<file path="config.mk">
export PLATFORM = sky130hd
export DESIGN_NAME = qual_cs_decoder
export DESIGN_NICKNAME = d
export VERILOG_FILES = /design/src/rtl/cs_pkg.sv /design/src/rtl/cs_range_match.sv /design/src/rtl/cs_qualify.sv /design/src/rtl/cs_b2b_monitor.sv /design/src/rtl/qual_cs_decoder.sv
export SDC_FILE = /design/constraint.sdc
export NUM_CORES = 1
export LEC_CHECK = 0
export ABC_AREA = 1
export BUFFER_PORTS_ARGS = -buffer_cell sky130_fd_sc_hd__clkbuf_2
export CORE_MARGIN = 2
export CORE_UTILIZATION = 49
export CTS_CLUSTER_SIZE = 16
export DETAILED_ROUTE_END_ITERATION = 8
export PLACE_DENSITY = 0.93
export SYNTH_ARGS = -nofsm -noshare
export SYNTH_HDL_FRONTEND = slang
export SYNTH_SLANG_ARGS = --single-unit
</file>
<file path="constraint.sdc">
create_clock -name clk -period 2.3 [get_ports clk]
set_input_delay 0.115 -clock clk [delete_from_list [all_inputs] [get_ports clk]]
set_output_delay 0.115 -clock clk [all_outputs]
set_load 0.01 [all_outputs]
</file>
<file path="src/rtl/cs_pkg.sv">
package cs_pkg;
  localparam int ADDR_W = 24;
  localparam int NREG   = 3;
  typedef enum logic [1:0] {RG_RAM = 2'd0, RG_ROM = 2'd1, RG_PER = 2'd2} region_e;
endpackage

</file>
<file path="src/rtl/cs_range_match.sv">
module cs_range_match #(
  parameter int          AW = 24,
  parameter logic [23:0] LO = '0,
  parameter logic [23:0] HI = '0
) (
  input  logic [AW-1:0] addr,
  output logic          hit
);
  localparam logic [AW-1:0] SPAN = AW'(HI - LO);
  logic [AW-1:0] offs;
  // one subtract and one compare: an address below LO wraps to a large offset
  always_comb begin
    offs = addr - AW'(LO);
    hit  = (offs <= SPAN);
  end
endmodule

</file>
<file path="src/rtl/cs_qualify.sv">
module cs_qualify #(
  parameter int N = 3
) (
  input  logic         qual_en,
  input  logic         phi2,
  input  logic         vda,
  input  logic         vpa,
  input  logic [N-1:0] hit,
  output logic [N-1:0] sel
);
  logic genuine;
  always_comb begin
    genuine = !qual_en || vda || vpa;
    sel     = hit & {N{genuine && phi2}};
  end
endmodule

</file>
<file path="src/rtl/cs_b2b_monitor.sv">
module cs_b2b_monitor (
  input  logic clk,
  input  logic rst,
  input  logic access,
  output logic viol
);
  logic prev_q, viol_q;
  always_ff @(posedge clk) begin
    if (rst) begin
      prev_q <= 1'b0;
      viol_q <= 1'b0;
    end else begin
      prev_q <= access;
      viol_q <= viol_q | (access & prev_q);
    end
  end
  assign viol = viol_q;

  p_viol_set_r7: assert property (@(posedge clk) disable iff (rst)
    (access && prev_q) |=> viol);
  p_viol_sticky_r7: assert property (@(posedge clk) disable iff (rst)
    viol |=> viol);
  p_reset_clear_r8: assert property (@(posedge clk)
    rst |=> (!viol && !prev_q));
endmodule

</file>
<file path="src/rtl/qual_cs_decoder.sv">
module qual_cs_decoder #(
  parameter logic [23:0] PER_LO = 24'h00D100,
  parameter logic [23:0] PER_HI = 24'h00D1FF,
  parameter logic [23:0] ROM_LO = 24'h00E000,
  parameter logic [23:0] ROM_HI = 24'h00FFFF,
  parameter logic [23:0] RAM_LO = 24'h000000,
  parameter logic [23:0] RAM_HI = 24'h00CFFF
) (
  input  logic        clk,
  input  logic        rst,
  input  logic        qual_en,
  input  logic        phi2,
  input  logic [23:0] addr,
  input  logic        rw,
  input  logic        vda,
  input  logic        vpa,
  output logic        per_cs_n,
  output logic        rom_cs_n,
  output logic        ram_cs_n,
  output logic        b2b_viol
);
  import cs_pkg::*;

  localparam logic [23:0] LO_T [NREG] = '{RAM_LO, ROM_LO, PER_LO};
  localparam logic [23:0] HI_T [NREG] = '{RAM_HI, ROM_HI, PER_HI};

  logic [NREG-1:0] hit, sel;
  logic            rw_unused;
  assign rw_unused = rw;

  for (genvar g = 0; g < NREG; g++) begin : g_rng
    cs_range_match #(.AW(ADDR_W), .LO(LO_T[g]), .HI(HI_T[g])) u_rng (
      .addr (addr),
      .hit  (hit[g])
    );
  end

  cs_qualify #(.N(NREG)) u_q (
    .qual_en (qual_en),
    .phi2    (phi2),
    .vda     (vda),
    .vpa     (vpa),
    .hit     (hit),
    .sel     (sel)
  );

  assign per_cs_n = ~sel[RG_PER];
  assign rom_cs_n = ~sel[RG_ROM];
  assign ram_cs_n = ~sel[RG_RAM];

  cs_b2b_monitor u_mon (
    .clk    (clk),
    .rst    (rst),
    .access (~per_cs_n),
    .viol   (b2b_viol)
  );

  p_onehot_r9: assert property (@(posedge clk) disable iff (rst)
    $onehot0({~per_cs_n, ~rom_cs_n, ~ram_cs_n}));
  p_unqual_quiet_r4: assert property (@(posedge clk) disable iff (rst)
    (qual_en && !vda && !vpa) |-> (per_cs_n && rom_cs_n && ram_cs_n));
  p_phi2_low_r5: assert property (@(posedge clk) disable iff (rst)
    !phi2 |-> (per_cs_n && rom_cs_n && ram_cs_n));
  p_per_page_r1: assert property (@(posedge clk) disable iff (rst)
    !per_cs_n |-> (addr[23:8] == 16'h00D1));
endmodule

</file>
==> flow_summary.ini <==
[status]
outcome = completed

[die]
dieArea_um2 = 1796
die_width_um = 42.39
core_area_um2 = 1334
die_h_um = 42.39
ios = 35
start_util_pct = 54.13
row_count = 13

[place]
dp_hpwl_mm = 1.818
gp_congestion = 0.9096
portBuffers = 25
placed_cells = 192

[layout]
fin_cells = 195
drive_gt1_share_pct = 20.00
final_common_cell = nand2_1
fillers = 122
area_growth_pct = 23.05
antennaDiodeCount = 0
layout_common_cells = nand2_1 (62), clkbuf_2 (25), nor2_1 (21)
finalNetCount = 215

[logic_synthesis]
avgSynthCellArea_um2 = 4.750
syn-num-nets = 185
seq_area_frac_synth_pct = 5.546
ys.flop_type = dfxtp_1
synth-seq-cells = 2
yosysUniqueCellTypes = 21
syn_area_um2 = 721.9
synthCells = 152
yosys_warnings = 0
async_flop_share_pct = 0
synth_edf_count = 0

[power]
p_leak_nw = 0.5306
ir_drop_v = 0.00009803
p_per_area_nw_per_um2 = 254.2

[timing]
rsz0062_at_grt = false
max_freq_ghz = 0.5591
finalHoldViolations = 0
worst_pin_slew_ns = 0.3136
final_max_slew_viol_count = 0
finalSetupViolCount = 0
min_period_over_period_pct = 77.77
setup_tns_ns = 0
fin_crit_ns = 1.789
max_slew_margin_pct = 79.02
fin_skew_ns = 0.0007768

[critical_path]
path_max_fanout = 5
rr_endpoint = u_mon.viol$_SDFF_PP0_
r2r_start = u_mon.prev_q$_SDFF_PP0_
r2r_slack_ns = 1.78
worstPathRequired_ns = 2.18
endpoint_kind = output pin
worst-setup-path-type = in2out
cp.arrival_ns = 1.67
reg2reg_depth = 2
cp-start-kind = input pin

[detailed_routing]
initialDrtViolationCount = 35
viasPerCell = 5.441
ant_nets = 0
drc = 0
vias = 1061
drtPass1Iterations = 4
wl_per_cell_um = 10.83
wirelength_mm = 2.112

[clock_tree]
htreeDepth = 1
worstSkewPairLatency_ns = 0.23
post-cts-setup-buffers = 0
ctsHoldBuffers = 0
cts_buffers = 3
root_buffer = clkbuf_4
clockBufferDepth = 2
cts_resized = 0
clkSinkCount = 2
cts_tree = yes
cts.reportedPaths.clkPinSlew_ns = 0.03

[worst_hold_path]
hold_path_class = in2reg
min_from = rst
hold_path_end = u_mon.prev_q$_SDFF_PP0_
hold_depth = 2

[global_route]
antenna_found_initial = 0
overflow = 0
grt_pass1_wl_mm = 3.732
grt_pass1_vias = 971
track_usage_pct = 25.88
grt_max_degree = 9

[run]
maxCapViolations = 0
report_power, final:
group          switching, mW  leakage, nW  internal (mW)  total, mW
Combinational         0.0710        0.501         0.0406      0.112
Sequential      0.0000000421       0.0161         0.0350     0.0350
Clock                 0.0216       0.0138         0.0577     0.0793
synth_stat cells (2+ instances only):
master,n,area [um^2]
nand3_1,16,80.08
dfxtp_1,2,40.04
nand3b_1,5,37.54
nand2_1,62,232.7
inv_1,18,67.56
and2_1,2,12.51
ha_1,2,25.02
nand4_1,4,25.02
inv_2,3,11.26
nand2_2,2,12.51
nor3_1,2,10.01
nor2_1,21,78.83
o21ai_0,5,25.02
cell families after synthesis:
logic type	synth area share (%)
compound gates	5.372
simple gates	73.49
fa+ha+maj	3.466
buf+inv	10.92
flops	5.546
xor+xnor	1.213
registers in the layout, summed over array words and instances, names as in the netlist:
signal,flops
u_mon.viol,1
u_mon.prev_q,1
critical path, stage by stage:
cell,delay (ns)
clkbuf_2,0.13
ha_1,0.24
nand2_1,0.17
nand2_1,0.08
nand2_1,0.06
nand2_1,0.07
nand2_1,0.09
nand3_1,0.07
nand3b_1,0.16
nor2_1,0.08
nand2_1,0.07
or2_1,0.20
clkbuf_2,0.13
per-layer routing:
| metal | GRT usage [%] | part of all wire [%] | vias to the layer above |
|---|---|---|---|
| met1 | 29.77 | 39 | 461 |
| met3 | 1.724 | 6.6 | 6 |
| met5 | 0 | 0 | - |
| met4 | 14.37 | 2.1 | 0 |
| met2 | 46.46 | 52 | 54 |
| li1 | - | - | 540 |
how the worst max path moves through the flow:
stage,start,to,depth (start not counted)
4_1_cts,addr[13],per_cs_n,13
3_5_place_dp,addr[13],per_cs_n,13
6_report,addr[13],per_cs_n,13
2_1_floorplan,addr[13],per_cs_n,11
3_3_place_gp,addr[13],per_cs_n,13
5_1_grt,addr[13],per_cs_n,13
final cells by class:
class                           instances  area, um^2  area share (%)
Tap cell                               15       18.77           2.113
Inverter                               21       78.83           8.873
Clock buffer                            3       22.52           2.535
Sequential cell                         2       40.04           4.507
Multi-Input combinational cell        129       603.1           67.89
Timing Repair Buffer                   25       125.1           14.08
per-stage QoR:
| step | utilization [%] | setup WS [ns] | hold slack (ns) | total power, mW | cell area, um^2 |
|---|---|---|---|---|---|
| after floorplan | - | 0.9456 | 0.1924 | 0.1015 | 721.9 |
| after global placement | 64.92 | 0.5868 | 0.2979 | 0.1392 | 865.8 |
| after detailed placement | 64.92 | 0.5221 | 0.3016 | 0.1447 | 865.8 |
| after CTS | 66.60 | 0.5195 | 0.08182 | 0.2246 | 888.4 |
| after global routing | 66.60 | 0.3663 | 0.08233 | 0.2460 | 888.4 |
| final | 66.60 | 0.5113 | 0.07975 | 0.2258 | 888.4 |
No activity file was read; power rests on OpenSTA's default activity.
